<file path="src/rtl/txt_ins_pkg.sv">
// Package: shared constants and encodings for the teletext insertion timer.
// Assumes a 27 MHz pixel clock and a 6.9375 Mb/s serial source.
package txt_ins_pkg;

    localparam int unsigned TXT_LINE_BITS    = 360; // bits carried by one line
    localparam int unsigned TXT_GROUP_BITS   = 37;  // cadence repeats every group
    localparam int unsigned TXT_SHORT_STRIDE = 9;   // short cell every 9th bit after the first
    localparam int unsigned TXT_LONG_CELL    = 4;   // clocks in a normal cell
    localparam int unsigned TXT_SHORT_CELL   = 3;   // clocks in a shortened cell
    localparam int unsigned TXT_CFG_W        = 4;   // width of request offset/width fields

    // Data pin selection encoding.
    typedef enum logic [1:0] {
        PIN_FIELD_VS = 2'd0,
        PIN_PROG_VS  = 2'd1,
        PIN_CHROMA0  = 2'd2,
        PIN_NONE     = 2'd3
    } pin_sel_e;

    // Request output form.
    typedef enum logic {
        REQ_LINE = 1'b0,
        REQ_BIT  = 1'b1
    } req_mode_e;

endpackage

</file>
<file path="src/rtl/txt_src_mux.sv">
// Module: txt_src_mux
// Chooses the serial data pin by the two-bit select.
// Assumes the pins are already synchronous to the pixel clock; the "none"
// code returns a constant 0.
module txt_src_mux
    import txt_ins_pkg::*;
(
    input  logic [1:0] sel,
    input  logic       src_a,
    input  logic       src_b,
    input  logic       src_c,
    output logic       din
);

    // Pick one candidate pin, or 0 when no pin is selected.
    always_comb begin
        case (pin_sel_e'(sel))
            PIN_FIELD_VS: din = src_a;
            PIN_PROG_VS:  din = src_b;
            PIN_CHROMA0:  din = src_c;
            default:      din = 1'b0;
        endcase
    end

endmodule

</file>
<file path="src/rtl/txt_cadence.sv">
// Module: txt_cadence
// Keeps the line, group and cell counters that produce the non-uniform bit
// cell cadence. Inside each group, bit positions that are non-zero multiples
// of SHORT_STRIDE get SHORT_CELL clocks and all others get LONG_CELL clocks.
// Assumes SHORT_CELL <= LONG_CELL and that a start strobe outranks the
// counters' own advance.
module txt_cadence #(
    parameter int unsigned LINE_BITS    = 360,
    parameter int unsigned GROUP_BITS   = 37,
    parameter int unsigned SHORT_STRIDE = 9,
    parameter int unsigned LONG_CELL    = 4,
    parameter int unsigned SHORT_CELL   = 3,
    parameter int unsigned LB_W         = $clog2(LINE_BITS),
    parameter int unsigned GB_W         = $clog2(GROUP_BITS),
    parameter int unsigned CP_W         = $clog2(LONG_CELL)
) (
    input  logic            clk,
    input  logic            rst_n,
    input  logic            run_ok,
    input  logic            line_go,
    output logic            act,
    output logic [CP_W-1:0] cell_pos,
    output logic [LB_W-1:0] line_bit,
    output logic            cell_last,
    output logic            line_last
);

    localparam logic [CP_W-1:0] LONG_M1  = CP_W'(LONG_CELL - 1);
    localparam logic [CP_W-1:0] SHORT_M1 = CP_W'(SHORT_CELL - 1);
    localparam logic [GB_W-1:0] GRP_END  = GB_W'(GROUP_BITS - 1);
    localparam logic [LB_W-1:0] LINE_END = LB_W'(LINE_BITS - 1);

    logic [GB_W-1:0] grp_bit;
    logic            short_cell;
    logic [CP_W-1:0] len_m1;

    // Work out the length of the current cell from the position in the group.
    always_comb begin
        short_cell = (grp_bit != '0) && ((32'(grp_bit) % SHORT_STRIDE) == 0);
        len_m1     = short_cell ? SHORT_M1 : LONG_M1;
        cell_last  = act && (cell_pos == len_m1);
        line_last  = (line_bit == LINE_END);
    end

    // Advance the cell, group and line counters, or restart and stop them.
    always_ff @(posedge clk) begin
        if (!rst_n) begin
            act      <= 1'b0;
            cell_pos <= '0;
            grp_bit  <= '0;
            line_bit <= '0;
        end else if (!run_ok) begin
            act      <= 1'b0;
            cell_pos <= '0;
            grp_bit  <= '0;
            line_bit <= '0;
        end else if (line_go) begin
            act      <= 1'b1;
            cell_pos <= '0;
            grp_bit  <= '0;
            line_bit <= '0;
        end else if (act) begin
            if (cell_last) begin
                cell_pos <= '0;
                if (line_last) begin
                    act      <= 1'b0;
                    grp_bit  <= '0;
                    line_bit <= '0;
                end else begin
                    line_bit <= line_bit + LB_W'(1);
                    grp_bit  <= (grp_bit == GRP_END) ? '0 : grp_bit + GB_W'(1);
                end
            end else begin
                cell_pos <= cell_pos + CP_W'(1);
            end
        end
    end

endmodule

</file>
<file path="src/rtl/txt_bit_capture.sv">
// Module: txt_bit_capture
// Samples the selected pin at the last clock of each cell, emits the bit with a
// one-cycle strobe, and raises the done flag one cycle after the final bit.
// Assumes cell_last is already qualified by an active line.
module txt_bit_capture (
    input  logic clk,
    input  logic rst_n,
    input  logic run_ok,
    input  logic line_go,
    input  logic cell_last,
    input  logic line_last,
    input  logic din,
    output logic bit_out,
    output logic bit_vld,
    output logic line_done
);

    logic take;
    logic fin_q;

    // A sample is taken only when the cell ends with no restart pending.
    always_comb take = run_ok && cell_last && !line_go;

    // Register the sampled bit, its strobe, and the delayed end-of-line flag.
    always_ff @(posedge clk) begin
        if (!rst_n) begin
            bit_out   <= 1'b0;
            bit_vld   <= 1'b0;
            fin_q     <= 1'b0;
            line_done <= 1'b0;
        end else begin
            bit_vld   <= take;
            fin_q     <= take && line_last;
            line_done <= fin_q;
            if (take) begin
                bit_out <= din;
            end
        end
    end

endmodule

</file>
<file path="src/rtl/txt_req_gen.sv">
// Module: txt_req_gen
// Drives the upstream request. Line form: high once the clocks elapsed since
// the start reach the offset, until the line ends. Bit form: high for a window
// of cell positions [offset, offset+width).
// Assumes CFG_W+1 bits can hold any cell position.
module txt_req_gen
    import txt_ins_pkg::*;
#(
    parameter int unsigned CFG_W = 4,
    parameter int unsigned CP_W  = 2
) (
    input  logic             clk,
    input  logic             rst_n,
    input  logic             run_ok,
    input  logic             line_go,
    input  logic             act,
    input  logic             bit_mode,
    input  logic [CP_W-1:0]  cell_pos,
    input  logic [CFG_W-1:0] req_pos,
    input  logic [CFG_W-1:0] req_len,
    output logic             req
);

    localparam int unsigned XW = CFG_W + 1;

    logic [CFG_W-1:0] elapsed;
    logic [XW-1:0]    pos_x;
    logic [XW-1:0]    end_x;
    logic [XW-1:0]    cp_x;
    logic             in_cell;
    logic             in_line;

    // Count the clocks since the start of the line, holding at the top value.
    always_ff @(posedge clk) begin
        if (!rst_n) begin
            elapsed <= '0;
        end else if (run_ok && line_go) begin
            elapsed <= '0;
        end else if (act && (elapsed != '1)) begin
            elapsed <= elapsed + CFG_W'(1);
        end
    end

    // Decode the request window for the selected form.
    always_comb begin
        pos_x   = {1'b0, req_pos};
        end_x   = pos_x + {1'b0, req_len};
        cp_x    = XW'(cell_pos);
        in_cell = (cp_x >= pos_x) && (cp_x < end_x);
        in_line = (elapsed >= req_pos);
        req     = act && ((req_mode_e'(bit_mode) == REQ_BIT) ? in_cell : in_line);
    end

endmodule

</file>
<file path="src/rtl/txt_ins_timer.sv">
// Module: txt_ins_timer (top)
// Teletext serial insertion timing generator. Collects one 360-bit line at the
// 4/3-clock cadence from the selected pin and drives the data request.
// Assumes all inputs are synchronous to the 27 MHz pixel clock.
module txt_ins_timer
    import txt_ins_pkg::*;
#(
    parameter int unsigned LINE_BITS    = TXT_LINE_BITS,
    parameter int unsigned GROUP_BITS   = TXT_GROUP_BITS,
    parameter int unsigned SHORT_STRIDE = TXT_SHORT_STRIDE,
    parameter int unsigned LONG_CELL    = TXT_LONG_CELL,
    parameter int unsigned SHORT_CELL   = TXT_SHORT_CELL,
    parameter int unsigned CFG_W        = TXT_CFG_W
) (
    input  logic             clk,
    input  logic             rst_n,
    input  logic             ins_en,
    input  logic             pal_mode,
    input  logic             req_bit_mode,
    input  logic [1:0]       src_sel,
    input  logic [CFG_W-1:0] req_pos,
    input  logic [CFG_W-1:0] req_len,
    input  logic             line_go,
    input  logic             src_a,
    input  logic             src_b,
    input  logic             src_c,
    output logic             req,
    output logic             bit_out,
    output logic             bit_vld,
    output logic             line_done
);

    localparam int unsigned LB_W = $clog2(LINE_BITS);
    localparam int unsigned GB_W = $clog2(GROUP_BITS);
    localparam int unsigned CP_W = $clog2(LONG_CELL);

    logic            run_ok;
    logic            din;
    logic            run_act;
    logic [CP_W-1:0] cell_pos;
    logic [LB_W-1:0] line_bit;
    logic            cell_last;
    logic            line_last;

    // Insertion runs only while it is enabled and the standard is PAL.
    always_comb run_ok = ins_en && pal_mode;

    txt_src_mux u_mux (
        .sel   (src_sel),
        .src_a (src_a),
        .src_b (src_b),
        .src_c (src_c),
        .din   (din)
    );

    txt_cadence #(
        .LINE_BITS    (LINE_BITS),
        .GROUP_BITS   (GROUP_BITS),
        .SHORT_STRIDE (SHORT_STRIDE),
        .LONG_CELL    (LONG_CELL),
        .SHORT_CELL   (SHORT_CELL),
        .LB_W         (LB_W),
        .GB_W         (GB_W),
        .CP_W         (CP_W)
    ) u_cad (
        .clk       (clk),
        .rst_n     (rst_n),
        .run_ok    (run_ok),
        .line_go   (line_go),
        .act       (run_act),
        .cell_pos  (cell_pos),
        .line_bit  (line_bit),
        .cell_last (cell_last),
        .line_last (line_last)
    );

    txt_bit_capture u_cap (
        .clk       (clk),
        .rst_n     (rst_n),
        .run_ok    (run_ok),
        .line_go   (line_go),
        .cell_last (cell_last),
        .line_last (line_last),
        .din       (din),
        .bit_out   (bit_out),
        .bit_vld   (bit_vld),
        .line_done (line_done)
    );

    txt_req_gen #(
        .CFG_W (CFG_W),
        .CP_W  (CP_W)
    ) u_req (
        .clk      (clk),
        .rst_n    (rst_n),
        .run_ok   (run_ok),
        .line_go  (line_go),
        .act      (run_act),
        .bit_mode (req_bit_mode),
        .cell_pos (cell_pos),
        .req_pos  (req_pos),
        .req_len  (req_len),
        .req      (req)
    );

endmodule

</file>
<file path="config.mk">
export PLATFORM = sky130hd
export DESIGN_NAME = txt_ins_timer
export DESIGN_NICKNAME = d
export VERILOG_FILES = /design/src/rtl/txt_ins_pkg.sv /design/src/rtl/txt_src_mux.sv /design/src/rtl/txt_cadence.sv /design/src/rtl/txt_bit_capture.sv /design/src/rtl/txt_req_gen.sv /design/src/rtl/txt_ins_timer.sv
export SDC_FILE = /design/constraint.sdc
export NUM_CORES = 1
export LEC_CHECK = 0
export BUFFER_PORTS_ARGS = -buffer_cell sky130_fd_sc_hd__buf_2
export CAP_MARGIN = 25
export CORE_MARGIN = 4
export CORE_UTILIZATION = 35
export CTS_BUF_LIST = sky130_fd_sc_hd__clkbuf_16
export CTS_CLUSTER_SIZE = 30
export DETAILED_ROUTE_END_ITERATION = 12
export SYNTH_ARGS = -nofsm -noshare
export SYNTH_HDL_FRONTEND = slang
export SYNTH_SLANG_ARGS = --single-unit
</file>
<file path="constraint.sdc">
create_clock -name clk -period 5.94 [get_ports clk]
set_input_delay 0.297 -clock clk [delete_from_list [all_inputs] [get_ports clk]]
set_output_delay 0.297 -clock clk [all_outputs]
set_load 0.005 [all_outputs]
</file>
==> results of run 1 <==
## layout by cell type, fill, tap and decap left out, types with 4 or more instances in the layout
cell type / n
nand2_1: 33
dfxtp_1: 26
buf_2: 22
ha_1: 21
nor2_1: 19
a21oi_1: 19
nand3_1: 19
inv_1: 14
mux2i_1: 10
o21ai_0: 9
nand4_1: 8
nor2b_1: 7
a211oi_1: 7
xnor2_1: 6
or3_1: 6
and3_1: 6
nor3_1: 5
nand2b_1: 4
a211o_1: 4
a31oi_1: 4
a21o_1: 4
## path summary, 6_finish.rpt
path / to / slack (ns)
worst max-delay path: u_cad.line_bit[7]$_SDFFE_PP0P_ / 0.66
worst min-delay path: u_cap.line_done$_SDFF_PN0_ / 0.32
worst max register to register: u_cad.line_bit[7]$_SDFFE_PP0P_ / 0.66
worst min register to register: u_cap.line_done$_SDFF_PN0_ / 0.44
## power by group through the flow
| stage | Combinational [W] | Clock [W] | Sequential [W] |
|---|---|---|---|
| finish | 0.0000265 | 0.000143 | 0.000175 |
| global route | 0.0000311 | 0.000155 | 0.000175 |
| CTS | 0.0000268 | 0.000147 | 0.000175 |
| detailed placement | 0.0000269 | 0 | 0.000179 |
| global placement | 0.0000264 | 0 | 0.000179 |
| floorplan | 0.0000156 | 0 | 0.000179 |
## final cells by class
class                           count  area (sq um)  area share
Multi-Input combinational cell    246          1730       0.667
Sequential cell                    26           520       0.201
Timing Repair Buffer               23           118      0.0454
Tap cell                           77          96.3      0.0372
Clock buffer                        3          75.1      0.0290
Inverter                           14          52.6      0.0203
## worst max-delay path, stage by stage (launching register included)
cell	delay (ns)
dfxtp_1	0.77
nor2_1	0.15
o21ba_2	0.28
ha_1	0.28
nor4b_4	0.32
a211o_1	0.22
nand2_2	0.12
xnor2_1	0.19
ha_1	0.30
a21boi_0	0.19
o21ai_0	0.10
a211oi_1	0.32
a31o_2	0.18
o21ai_0	0.09
a21oi_1	0.44
nand3_2	0.49
a2111oi_2	0.55
mux2i_1	0.21
## per-stage QoR
stage,instance area [sq um],cells
after floorplan,2380,300
final,2590,389
after global placement,2520,386
after detailed placement,2520,386
after CTS,2590,389
after global routing,2590,389
## sequential cells by signal (all words and copies together) (netlist names)
signal	count
u_cad.cell_pos	2
u_cap.bit_vld	1
u_cad.grp_bit	6
u_req.elapsed	4
u_cad.act	1
u_cap.fin_q	1
u_cap.bit_out	1
u_cad.line_bit	9
u_cap.line_done	1
## cells by family after synthesis
logic type                 after synthesis  share of synthesized area
and+or+nand+nor                        128                      0.299
AOI/OAI and AO/OA                       78                      0.236
buffers and inverters                   28                     0.0547
DFF                                     26                      0.219
adders and majority gates               22                      0.119
muxes                                   11                     0.0478
xor gates and xnor gates                 7                     0.0258
## metal layers
metal / vias to the layer above / global-route usage / wire (um)
met3: 6 / 0.0100 / 220
met1: 1027 / 0.178 / 2600
met4: 0 / 0.0395 / 68
met5: - / 0 / 0
met2: 67 / 0.213 / 2570
li1: 1141 / - / -
==> impl_metrics.ini, run 1 <==
[setup_path]
crit-reg2reg-launch = u_cad.grp_bit[3]$_SDFFE_PP0P_
reg2reg_depth = 17
cp_max_fo = 23
required_ns = 6.13
startpoint = u_cad.grp_bit[3]$_SDFFE_PP0P_
crit_path_start_kind = flip-flop
setup.worst_path.class = flip-flop to flip-flop
cp-end-kind = flip-flop
worstPathArrival_ns = 5.46

[clocking]
post-cts-setup-buffers = 0
cts_resized = 0
cts_buffers = 3
cts_root_buffer = clkbuf_16
holdBufCountCts = 0
cts_tree = yes
clock_latency_ns = 0.25
htreeDepth = 1
clock-sinks = 26
clockBufferDepth = 2
cts.clk_slew.worst_paths_ns = 0.06

[finish]
fin_nets = 355
area_growth_pct = 8.89
antenna_cells = 0
drive_gt1_frac = 0.131
postLayoutCoreUtil = 0.401
fillers = 647

[synthesis]
synth_area_leaders = dfxtp_1 22%, ha_1 11%, nand2_1 5.2%
yosysUniqueCellTypes = 65
syn_inst = 300
synth_top_area_cell = dfxtp_1
yosysSeqAreaShare = 0.219
synth_fp_nets = 341
ys_seq_elements = 26
synth.top_cell.area_share = 0.219
syn-cell-area_sq_um = 2380
yosysMostFrequentCell = nand2_1
async_flop_share = 0
synth_edf_count = 0
synth_ff_type = dfxtp_1
syn_avg_cell_area_sq_um = 7.93
synth_common_cells = 33 x nand2_1, 26 x dfxtp_1, 21 x ha_1
yosys_warnings = 0

[power_and_ir_drop]
pwr-share-clk = 0.415
p_sw_frac = 0.200
p_leak_nw = 0.977
pwr-share-comb = 0.077
ir_drop_v = 0.000127
p_switching_w = 0.0000689
p_total_w = 0.000345
p_int_w = 0.000276
p_per_area_nw_per_um2 = 133
power_frac_seq = 0.509

[grt]
grt-ovfl-total = 0
antenna_found_initial = 0
grtUsageTotal = 0.129
grt_pass1_wl_um = 9130
grt_pass1_vias = 1984
grt_max_degree = 24

[place]
pre_cts_slack_ns = 0.781
io_buffers = 22
dp_hpwl_um = 4110
gp_congestion = 0.945

[timing]
slew_viol_final = 0
skew_ns = 0.00369
fin_ws_ns = 0.664
setup-tns-final_ns = 0
tightest_slew_ns = 0.868
post-route-period-util = 0.888
hold_ws_ns = 0.317
finalHoldViolCount = 0
maxSlewHeadroom = 0.419
fin_crit_ns = 5.28
setup_viol = 0
max_freq_mhz = 190
rsz0062_at_grt = false

[floorplanning]
io_pins = 23
coreArea_sq_um = 6460
rows = 29
initial_utilization = 0.368
die-area_sq_um = 8180
die_h_um = 90.5
dieWidth_um = 90.5

[detailed_routing]
post_drt_wl_per_cell_um = 14.0
drt-total-wl_um = 5460
ant_nets = 0
drc = 0
drt-initial-drc-count = 110
firstDrtPassIters = 5
vias_per_cell = 5.76
vias = 2241

[status]
status = finished clean

[worst_hold_path]
min_from = rst_n
hold_class = input port to flip-flop
hold_depth = 2

[flow_run]
maxCapViolCount = 0
(Power assumes the default switching activity.)
==> run 2: changes to the inputs <==
--- a/config.mk
+++ b/config.mk
@@ -12,6 +12,7 @@
 export CTS_BUF_LIST = sky130_fd_sc_hd__clkbuf_16
 export CTS_CLUSTER_SIZE = 30
 export DETAILED_ROUTE_END_ITERATION = 12
+export MAX_ROUTING_LAYER = met4
 export SYNTH_ARGS = -nofsm -noshare
 export SYNTH_HDL_FRONTEND = slang
 export SYNTH_SLANG_ARGS = --single-unit
==> impl_metrics.ini, run 2 (synthesized netlist as in run 1, its figures left out) <==
[finish]
stdcell_count = 390
fin_nets = 355
antenna_cells = 0
seq_area_sq_um = 520
final_cell_mix = 33 x nand2_1, 26 x dfxtp_1, 22 x buf_2, 21 x ha_1
largest_reg_flops = 9
largestRegisters = u_cad.line_bit: 9 flops, u_cad.grp_bit: 6 flops, u_req.elapsed: 4 flops
multi_input_comb_area_sq_um = 1730
fillers = 664
area_growth_pct = 9.04
final_common_cell = nand2_1
top_register = u_cad.line_bit
drive_gt1_frac = 0.131

[power_and_ir_drop]
p_switching_w = 0.0000748
power_frac_seq = 0.498
p_sw_frac = 0.212
p_leak_nw = 0.979
p_int_w = 0.000277
ir_drop_v = 0.000119
p_per_area_nw_per_um2 = 136
pwr-share-comb = 0.077
pwr-share-clk = 0.425

[detailed_routing]
vias_per_cell = 5.96
drt-total-wl_um = 5670
drc = 0
drt-initial-drc-count = 165
post_drt_wl_per_cell_um = 14.5
ant_nets = 0
firstDrtPassIters = 5
vias = 2325

[clocking]
cts_buffers = 3
cts_root_buffer = clkbuf_16
clock_latency_ns = 0.26
cts_tree = yes
post-cts-setup-buffers = 0
holdBufCountCts = 0
clock-sinks = 26
cts_resized = 0
htreeDepth = 1
clockBufferDepth = 2
cts.clk_slew.worst_paths_ns = 0.06

[setup_path]
worstPathArrival_ns = 5.60
required_ns = 6.13
crit_path_start_kind = flip-flop
critPathMaxStageDelay_ns = 0.78
cp_max_fo = 23
setup.worst_path.class = flip-flop to flip-flop
crit_path_top_delay_cell = dfxtp_1
cp-end-kind = flip-flop
path_cells = nor2_1, o21ba_2, ha_1, nor4b_4, a211o_1, nand2_2, xnor2_1, ha_1, a21boi_0, o21ai_0, a211oi_1, a31o_2, o21ai_0, a21oi_1, nand3_2, a2111oi_2, mux2i_1

[timing]
maxSlewHeadroom = 0.422
max_freq_mhz = 185
fin_crit_ns = 5.42
finalHoldViolCount = 0
slew_viol_final = 0
tightest_slew_ns = 0.863
setup-tns-final_ns = 0
setup_viol = 0
hold_ws_ns = 0.305
post-route-period-util = 0.912
rsz0062_at_grt = false
skew_ns = 0.00256

[floorplanning]
coreArea_sq_um = 6460
rows = 29
dieWidth_um = 90.5
io_pins = 23
die_h_um = 90.5
die-area_sq_um = 8180
initial_utilization = 0.368

[grt]
antenna_found_initial = 0
grt_pass1_vias = 2167
grtUsageTotal = 0.142
grt_pass1_wl_um = 9890
grt_max_degree = 24
grt-ovfl-total = 0

[place]
dp_cells = 386
gp_congestion = 0.921
dp_hpwl_um = 4190
io_buffers = 22

[flow_run]
maxCapViolCount = 0

[status]
status = finished clean

[worst_hold_path]
hold_class = input port to flip-flop
## run 2: cell types whose count changed in the layout (fill, tap and decap cells not counted), sizes merged
| cell | change |
|---|---|
| clkinv | +1 |
## run 2: worst paths after layout
check / start / to / slack [ns] / depth (start not counted)
setup / recovery: u_cad.grp_bit[3]$_SDFFE_PP0P_ / u_cad.line_bit[7]$_SDFFE_PP0P_ / 0.52 / 17
hold / removal: rst_n / u_cap.line_done$_SDFF_PN0_ / 0.31 / 2
setup reg to reg: u_cad.grp_bit[3]$_SDFFE_PP0P_ / u_cad.line_bit[7]$_SDFFE_PP0P_ / 0.52 / 17
hold reg to reg: u_cap.fin_q$_SDFF_PN0_ / u_cap.line_done$_SDFF_PN0_ / 0.44 / 1
## run 2: power by group through the flow
| stage | Sequential, W | Combinational, W | Clock [W] |
|---|---|---|---|
| floorplan | 0.000179 | 0.0000156 | 0 |
| global placement | 0.000179 | 0.0000263 | 0 |
| detailed placement | 0.000179 | 0.0000271 | 0 |
| CTS | 0.000175 | 0.0000274 | 0.000153 |
| global route | 0.000175 | 0.0000319 | 0.000160 |
| finish | 0.000175 | 0.0000270 | 0.000150 |
## run 2: area by class of cell
| type | count | share of cell area |
|---|---|---|
| Clock buffer | 3 | 0.0289 |
| Multi-Input combinational cell | 246 | 0.666 |
| Inverter | 14 | 0.0203 |
| Tap cell | 77 | 0.0371 |
| Sequential cell | 26 | 0.201 |
| Clock inverter | 1 | 0.00145 |
| Timing Repair Buffer | 23 | 0.0453 |
## run 2: worst max-delay path, delay by kind of cell, from the launching register on
kind / cells / cell delay, ns
AO/OA/AOI/OAI: 9 / 2.43
adder cells (fa/ha/maj): 2 / 0.58
flip-flops: 1 / 0.78
XOR/XNOR: 1 / 0.19
multiplexers: 1 / 0.22
AND/OR/NAND/NOR: 4 / 1.13
## run 2: metal layers
layer  vias to the layer above  track usage  part of all wire
met5                         -            -                 0
met3                        11       0.0133             0.041
met4                         0       0.0408             0.015
li1                       1145            -                 -
met2                        72        0.233              0.48
met1                      1097        0.185              0.47
## run 2: stage by stage
step	utilization	cell area, sq um	worst slack, ns	power (W)
6_report	0.402	2590	0.524	0.000352
4_1_cts	0.402	2590	0.710	0.000356
5_1_grt	0.402	2590	0.150	0.000367
3_5_place_dp	0.390	2520	0.748	0.000207
2_1_floorplan	-	2380	1.80	0.000195
3_3_place_gp	0.390	2520	0.977	0.000206
